**config.mk**
```make
export PLATFORM = sky130hd
export DESIGN_NAME = pc_stack_top
export DESIGN_NICKNAME = d
export VERILOG_FILES = /design/src/rtl/pcs_pkg.sv /design/src/rtl/pcs_ctrl.sv /design/src/rtl/pcs_stack.sv /design/src/rtl/pcs_fold.sv /design/src/rtl/pc_stack_top.sv
export SDC_FILE = /design/constraint.sdc
export NUM_CORES = 1
export LEC_CHECK = 0
export BUFFER_PORTS_ARGS = -buffer_cell sky130_fd_sc_hd__buf_4
export CAP_MARGIN = 20
export CORE_ASPECT_RATIO = 0.5
export CORE_UTILIZATION = 45
export CTS_CLUSTER_DIAMETER = 80
export DETAILED_ROUTE_END_ITERATION = 12
export HOLD_SLACK_MARGIN = 0.05
export PLACE_DENSITY = 0.67
export SETUP_SLACK_MARGIN = 0.5
export SYNTH_ARGS = -nofsm -noshare
export SYNTH_HDL_FRONTEND = slang
export SYNTH_SLANG_ARGS = --single-unit
```
**constraint.sdc**
```tcl
create_clock -name clk_i -period 2.75 [get_ports clk_i]
set_input_delay 0.1375 -clock clk_i [delete_from_list [all_inputs] [get_ports clk_i]]
set_output_delay 0.1375 -clock clk_i [all_outputs]
set_load 0.02 [all_outputs]
```
**src/rtl/pcs_pkg.sv**
```systemverilog
package pcs_pkg;
  typedef enum logic [2:0] {
    SEL_HOLD,
    SEL_STEP,
    SEL_JUMP,
    SEL_CALL,
    SEL_RET,
    SEL_IRQ,
    SEL_IRQ_RET
  } pc_sel_e;
endpackage

```
**src/rtl/pcs_ctrl.sv**
```systemverilog
module pcs_ctrl
  import pcs_pkg::*;
(
  input  logic    step_i,
  input  logic    jump_i,
  input  logic    call_i,
  input  logic    ret_i,
  input  logic    reti_i,
  input  logic    irq_i,
  output pc_sel_e sel_o,
  output logic    push_o,
  output logic    pop_o
);
  logic any_ret;
  assign any_ret = ret_i | reti_i;

  always_comb begin
    sel_o  = SEL_HOLD;
    push_o = 1'b0;
    pop_o  = 1'b0;
    if (irq_i && any_ret) begin
      // pop then push of the same value: stack is left as it was
      sel_o = SEL_IRQ_RET;
    end else if (irq_i) begin
      sel_o  = SEL_IRQ;
      push_o = 1'b1;
    end else if (any_ret) begin
      sel_o = SEL_RET;
      pop_o = 1'b1;
    end else if (call_i) begin
      sel_o  = SEL_CALL;
      push_o = 1'b1;
    end else if (jump_i) begin
      sel_o = SEL_JUMP;
    end else if (step_i) begin
      sel_o = SEL_STEP;
    end
  end
endmodule

```
**src/rtl/pcs_stack.sv**
```systemverilog
module pcs_stack #(
  parameter int W     = 13,
  parameter int DEPTH = 8
) (
  input  logic         clk_i,
  input  logic         rst_ni,
  input  logic         push_i,
  input  logic         pop_i,
  input  logic [W-1:0] wdata_i,
  output logic [W-1:0] top_o
);
  localparam int PTR_W = (DEPTH > 1) ? $clog2(DEPTH) : 1;

  logic [PTR_W-1:0] sp_q;
  logic [PTR_W-1:0] rd_ptr;
  logic [W-1:0]     slot_q [DEPTH];

  assign rd_ptr = sp_q - 1'b1;

  always_ff @(posedge clk_i or negedge rst_ni) begin
    if (!rst_ni)     sp_q <= '0;
    else if (push_i) sp_q <= sp_q + 1'b1;
    else if (pop_i)  sp_q <= sp_q - 1'b1;
  end

  for (genvar g = 0; g < DEPTH; g++) begin : g_slot
    always_ff @(posedge clk_i or negedge rst_ni) begin
      if (!rst_ni)                          slot_q[g] <= '0;
      else if (push_i && sp_q == PTR_W'(g)) slot_q[g] <= wdata_i;
    end
  end

  assign top_o = slot_q[rd_ptr];
endmodule

```
**src/rtl/pcs_fold.sv**
```systemverilog
module pcs_fold #(
  parameter int PC_W    = 13,
  parameter int FETCH_W = 10
) (
  input  logic [PC_W-1:0]    pc_i,
  output logic [FETCH_W-1:0] addr_o
);
  if (FETCH_W < PC_W) begin : g_trunc
    assign addr_o = pc_i[FETCH_W-1:0];
  end else begin : g_pad
    assign addr_o = FETCH_W'(pc_i);
  end
endmodule

```
**src/rtl/pc_stack_top.sv**
```systemverilog
module pc_stack_top
  import pcs_pkg::*;
#(
  parameter int          PC_W    = 13,
  parameter int          FETCH_W = 10,
  parameter int          DEPTH   = 8,
  parameter logic [12:0] RST_VEC = 13'h0000,
  parameter logic [12:0] IRQ_VEC = 13'h0004
) (
  input  logic               clk_i,
  input  logic               rst_ni,
  input  logic               step_i,
  input  logic               jump_i,
  input  logic               call_i,
  input  logic               ret_i,
  input  logic               reti_i,
  input  logic               irq_i,
  input  logic [PC_W-1:0]    target_i,
  output logic [PC_W-1:0]    pc_o,
  output logic [FETCH_W-1:0] fetch_addr_o
);
  pc_sel_e         sel;
  logic            push, pop;
  logic [PC_W-1:0] pc_q, pc_d, pc_inc, stk_top, stk_wdata;

  pcs_ctrl u_ctrl (
    .step_i (step_i),
    .jump_i (jump_i),
    .call_i (call_i),
    .ret_i  (ret_i),
    .reti_i (reti_i),
    .irq_i  (irq_i),
    .sel_o  (sel),
    .push_o (push),
    .pop_o  (pop)
  );

  assign pc_inc    = pc_q + 1'b1;
  assign stk_wdata = (sel == SEL_IRQ) ? pc_q : pc_inc;

  pcs_stack #(.W(PC_W), .DEPTH(DEPTH)) u_stack (
    .clk_i   (clk_i),
    .rst_ni  (rst_ni),
    .push_i  (push),
    .pop_i   (pop),
    .wdata_i (stk_wdata),
    .top_o   (stk_top)
  );

  always_comb begin
    unique case (sel)
      SEL_STEP:              pc_d = pc_inc;
      SEL_JUMP, SEL_CALL:    pc_d = target_i;
      SEL_RET:               pc_d = stk_top;
      SEL_IRQ, SEL_IRQ_RET:  pc_d = PC_W'(IRQ_VEC);
      default:               pc_d = pc_q;
    endcase
  end

  always_ff @(posedge clk_i or negedge rst_ni) begin
    if (!rst_ni) pc_q <= PC_W'(RST_VEC);
    else         pc_q <= pc_d;
  end

  assign pc_o = pc_q;

  pcs_fold #(.PC_W(PC_W), .FETCH_W(FETCH_W)) u_fold (
    .pc_i   (pc_q),
    .addr_o (fetch_addr_o)
  );
endmodule

```
-- Yosys cells after proc, flatten, opt, wreduce, memory -nomap -nowiden
Cells that the tools add are included.
- add/subtract/negate cells: 3
- $lt $le $gt $ge: 1
- equal/unequal tests: 13
- mux-type cells: 20
- bitwise operators: 2
- reductions and logical operators: 14
- operators with widths (kind ; number):
    one-hot mux 13 bit (4 select lines) ; 1
    binary-select mux 13 bit (select 3 bit) ; 1
    two-way mux 13 bit ; 3
    == test 3 bit (second input constant) ; 7
    two-way mux 3 bit ; 7
    adder 13 x 1 -> 13 bit (second input constant) ; 1
    == test 3 x 2 -> 1 bit (second input constant) ; 4
    logical AND 1 bit ; 9
    two-way mux 1 bit ; 8
    == test 3 x 1 -> 1 bit (second input constant) ; 2
    greater-or-equal comparator 4 bit (second input constant) ; 1
    inverter 3 -> 4 bit ; 1
    nonzero test 4 bit ; 1
    OR reduction 2 bit ; 2
    adder 3 x 1 -> 3 bit (second input constant) ; 1
    logical NOT 3 bit ; 1
    subtractor 3 x 1 -> 3 bit (second input constant) ; 1
    nonzero test 2 bit ; 1
    bitwise OR 1 bit ; 1
- register bits: 120
- bits of input ports: 21
- output and inout bits: 23
- word-level logic and storage cells: 63

-- Depth between registers and ports, before layout
- depth in word-level cells: 9
- depth in mapped cells: 10
- gate-level depth less buffers: 6

-- By module
A second synthesis with hierarchy kept.
- cells, all modules: 584
- area total of the unflattened synthesis: 6557.5 um2
- by module, submodules not included (module ; times used ; cells each ; area each (um2) ; seq. area each (um2)):
    pcs_stack ; 1 ; 384 ; 5134.9 ; 2677.6
    pc_stack_top ; 1 ; 180 ; 1291.2 ; 325.3
    pcs_fold ; 1 ; 10 ; 75.1 ; 0.0
    pcs_ctrl ; 1 ; 10 ; 56.3 ; 0.0

-- Least setup slack after synthesis
Ideal clock, no wire load.
- path kind: reg2reg
- from: register u_stack.sp_q[0]
- to: register pc_q[10], in the netlist pc_o[10]
- library setup time: 133 ps
- arrival: 2422 ps
- data required time: 2617 ps
- path slack: 195 ps
- cell stages (with the launch flop): 10
- buffers on the path: 4
- clock period less this slack: 2555 ps
- cells stage by stage: dfrtp_1 -> buf_4 -> buf_2 -> inv_1 -> ha_1 -> buf_2 -> buf_1 -> mux4_2 -> a211oi_1 -> a31oi_1
- cells in the longest elaborated chain, start to end: 6
- RTL lines (what ; line ; source):
    start: declaration ; pcs_stack.sv:14 ; logic [PTR_W-1:0] sp_q;
    start signal: assignment ; pcs_stack.sv:22 ; else if (push_i) sp_q <= sp_q + 1'b1;
    start signal: assignment ; pcs_stack.sv:23 ; else if (pop_i) sp_q <= sp_q - 1'b1;
    subtractor 3 x 1 -> 3 bit ; pcs_stack.sv:18 ; assign rd_ptr = sp_q - 1'b1;
    inverter 3 -> 4 bit (not written as such) ; pcs_stack.sv:33 ; assign top_o = slot_q[rd_ptr];
    binary-select mux 13 bit (select 3 bit) ; pcs_stack.sv:33 ;
    two-way mux 13 bit (not written as such) (2 in series) ; pcs_stack.sv:33 ;
    one-hot mux 13 bit (4 select lines) ; pc_stack_top.sv:51 ; unique case (sel)
    end signal: assignment ; pc_stack_top.sv:61 ; if (!rst_ni) pc_q <= PC_W'(RST_VEC);
    end signal: assignment ; pc_stack_top.sv:62 ; else pc_q <= pc_d;
    end: declaration ; pc_stack_top.sv:24 ; logic [PC_W-1:0] pc_q, pc_d, pc_inc, stk_top, stk_wdata;
No other way between the ends. The select of a mux whose other input is x is not followed.
A chain may end at the register's enable or synchronous reset.

-- Final worst setup path
- from: register pc_q[0], in the netlist pc_o[0]
- to: register u_stack.slot_q[77] (netlist name)
- cells in the longest elaborated chain, start to end: 2
- RTL lines (what ; line ; source):
    adder 13 x 1 -> 13 bit ; pc_stack_top.sv:38 ; assign pc_inc = pc_q + 1'b1;
    two-way mux 13 bit ; pc_stack_top.sv:39 ; assign stk_wdata = (sel == SEL_IRQ) ? pc_q : pc_inc;
    end signal: indexed assignment ; pcs_stack.sv:29 ; else if (push_i && sp_q == PTR_W'(g)) slot_q[g] <= wdata_i;
    end: declaration ; pcs_stack.sv:16 ; logic [W-1:0] slot_q [DEPTH];
No other way between the ends.

==> flow_summary.ini <==
[synthesis]
netlist_area_um2 = 5963
ys_ff_latch = 120
syn_area_per_cell_um2 = 10.33
synth_fp_nets = 606
yosysTopAreaCell = dfrtp_1
netlist_instances = 577
yosys-top-cells-area = dfrtp_1 50%, mux4_2 9.8%, o21ai_0 5.7%
yosysTopAreaCellShare = 0.5036
synth_warnings = 0
yosysUniqueCellTypes = 46
seq_area_frac_synth = 0.5036

[worst_setup_path]
cp.required_ns = 3.08
reg2regPathDepth = 5
critical_path_class = reg2reg
critPathLaunchType = register
worstPathArrival_ns = 2.43
critPathCaptureType = register
crit_path_max_fanout = 8

[global_routing]
antenna_found_initial = 0
grt_util_all_layers = 0.2506
grt_start_max_net_pins = 72
grt_pass1_vias = 4662
grt_pass1_wl_um = 25490
grt-ovfl-total = 0

[layout]
final_common_cell = dfrtp_1
final_nets = 641
layout_common_cells = 118 x dfrtp_1, 68 x o21ai_0, 62 x buf_4
drive_gt1_frac = 0.2179
fill_cells = 1094
final_area_um2 = 7096
register_area_um2 = 3005
multi_input_area_um2 = 2694
diodes = 0
syn_to_final_growth_pct = 18.99

[power]
power_density_nw_per_um2 = 1212
finalPower_uw = 8602
leakagePower_uw = 0.003024
ir_worst_vdd_mv = 0.5454

[route]
wl_per_cell_um = 20.06
highest_layer = met4
drtAntennaViolNets = 0
drc = 0
first_pass_iters = 5
viasPerCell = 5.854
vias = 4648
routed_wl_um = 15930
m1WireLength_um = 7380
wl_met3_um = 1112
dr_wl_met2_um = 7180
drtIter0Drc = 401

[floorplan]
rows = 29
chipHeight_um = 83.40
initial_core_util = 0.4656
dieArea_um2 = 13740
ioPinCount = 44
die_width_um = 164.8
core_um2 = 12810

[placement]
hpwl_um = 10170
portBuffers = 43
dpl-instance-area_um2 = 6444
gp_congestion = 0.8938

[clock_tree]
cts_tree = built
htreeDepth = 4
cts_num_sinks = 120
cts_buffers = 17
cts_max_path_buffers = 2
path_clk_slew_ns = 0.06
post_cts_buffers = 0
insertion_delay_ns = 0.42
root_buffer = clkbuf_16

[timing]
fmax_ghz = 0.4761
finalSetupViolCount = 0
clock_skew_ns = 0.007603
fin_crit_sh = 0.7638
hold_violations = 0
hold_ws_ns = 0.1011
period_minus_slack_ns = 2.100
finalSetupTns_ns = 0
drv_slew = 0
tightestPinTransition_ns = 0.8522
rsz0062_at_grt = no
slew_headroom = 0.4298

[worst_hold_path]
worstHoldPathCells = 3
hp-class = in2reg

[status]
outcome = finished clean

[flow_run]
maxCapViolations = 0
registers in the layout, indices dropped and copies added (netlist names):
name and count:
u_stack.slot_q 104, pc_o 13, u_stack.sp_q 3
per-layer routing:
| layer | track usage | vias up |
|---|---|---|
| met5 | 0 | - |
| met4 | 0.08757 | 0 |
| met3 | 0.07642 | 18 |
| met2 | 0.3583 | 170 |
| met1 | 0.3595 | 2327 |
| li1 | - | 2133 |
per-stage QoR:
stage | instances | util | setup slack [ns]
after detailed placement | 760 | 0.5031 | 0.4912
final | 794 | 0.5540 | 0.6496
after global placement | 760 | 0.5031 | 0.5088
after CTS | 794 | 0.5522 | 0.6182
after floorplan | 577 | - | 0.5044
after global routing | 794 | 0.5540 | 0.5207
path summary, 6_finish.rpt:
path	startpoint	to	slack, ns
setup / recovery	pc_o[0]	u_stack.slot_q[77]	0.65
hold / removal	target_i[9]	pc_o[9]	0.10
setup reg to reg	pc_o[0]	u_stack.slot_q[77]	0.65
hold reg to reg	u_stack.slot_q[56]	u_stack.slot_q[56]	0.48
max in group asynchronous	rst_ni	pc_o[3]	1.87
min in group asynchronous	rst_ni	u_stack.slot_q[63]	0.16
critical path, cell delays in order (launching register included):
cell and delay, ns:
dfrtp_1 0.51, ha_1 0.30, nand2_2 0.15, nor3_1 0.31, or3b_1 0.52, a31oi_1 0.22
cell type report:
cell class,count,share of cell area
flip-flops and latches,120,0.4236
multi-input cells,396,0.3797
repair buffers,68,0.07829
clock buffers,19,0.06383
well taps,170,0.02998
clock inverters,12,0.01993
inverters,9,0.004761
logic make-up after synthesis:
| group | Yosys count | synth area share |
|---|---|---|
| buffers and inverters | 61 | 0.05078 |
| xor gates and xnor gates | 20 | 0.02937 |
| AOI/OAI and AO/OA | 148 | 0.1425 |
| muxes | 30 | 0.1049 |
| and+or+nand+nor | 190 | 0.1521 |
| adders and majority gates | 8 | 0.01679 |
| DFF | 120 | 0.5036 |
cells in the mapped netlist, drive strengths merged:
| master | number |
|---|---|
| a211oi | 4 |
| a21o | 2 |
| a21oi | 33 |
| a22oi | 12 |
| a31oi | 18 |
| a32oi | 3 |
| and2b | 1 |
| and3 | 9 |
| and3b | 1 |
| and4 | 8 |
| buf | 27 |
| clkbuf | 25 |
| dfrtp | 120 |
| ha | 8 |
| inv | 9 |
| mux2i | 4 |
| mux4 | 26 |
| nand2 | 62 |
| nand2b | 2 |
| nand3 | 16 |
| nand3b | 1 |
| nand4 | 6 |
| nor2 | 54 |
| nor2b | 1 |
| nor3 | 11 |
| nor3b | 1 |
| nor4 | 7 |
| o211ai | 1 |
| o21a | 3 |
| o21ai | 69 |
| o21ba | 1 |
| o41ai | 2 |
| or2 | 2 |
| or3 | 6 |
| or3b | 1 |
| or4 | 1 |
| xnor2 | 16 |
| xor2 | 4 |
report_power, final:
group / switching (µW) / internal [µW] / leakage (µW)
sequential: 568 / 2480 / 0.00152
combinational: 1770 / 1530 / 0.00121
clock: 867 / 1390 / 0.000286
total: 3200 / 5400 / 0.00302
repair_timing:
item,CTS,global route
gates resized for setup,1,5
hold endpoints to repair,91,0
hold buffers,3,0
endpoints found under the setup margin,8,20
(Power assumes the default switching activity.)
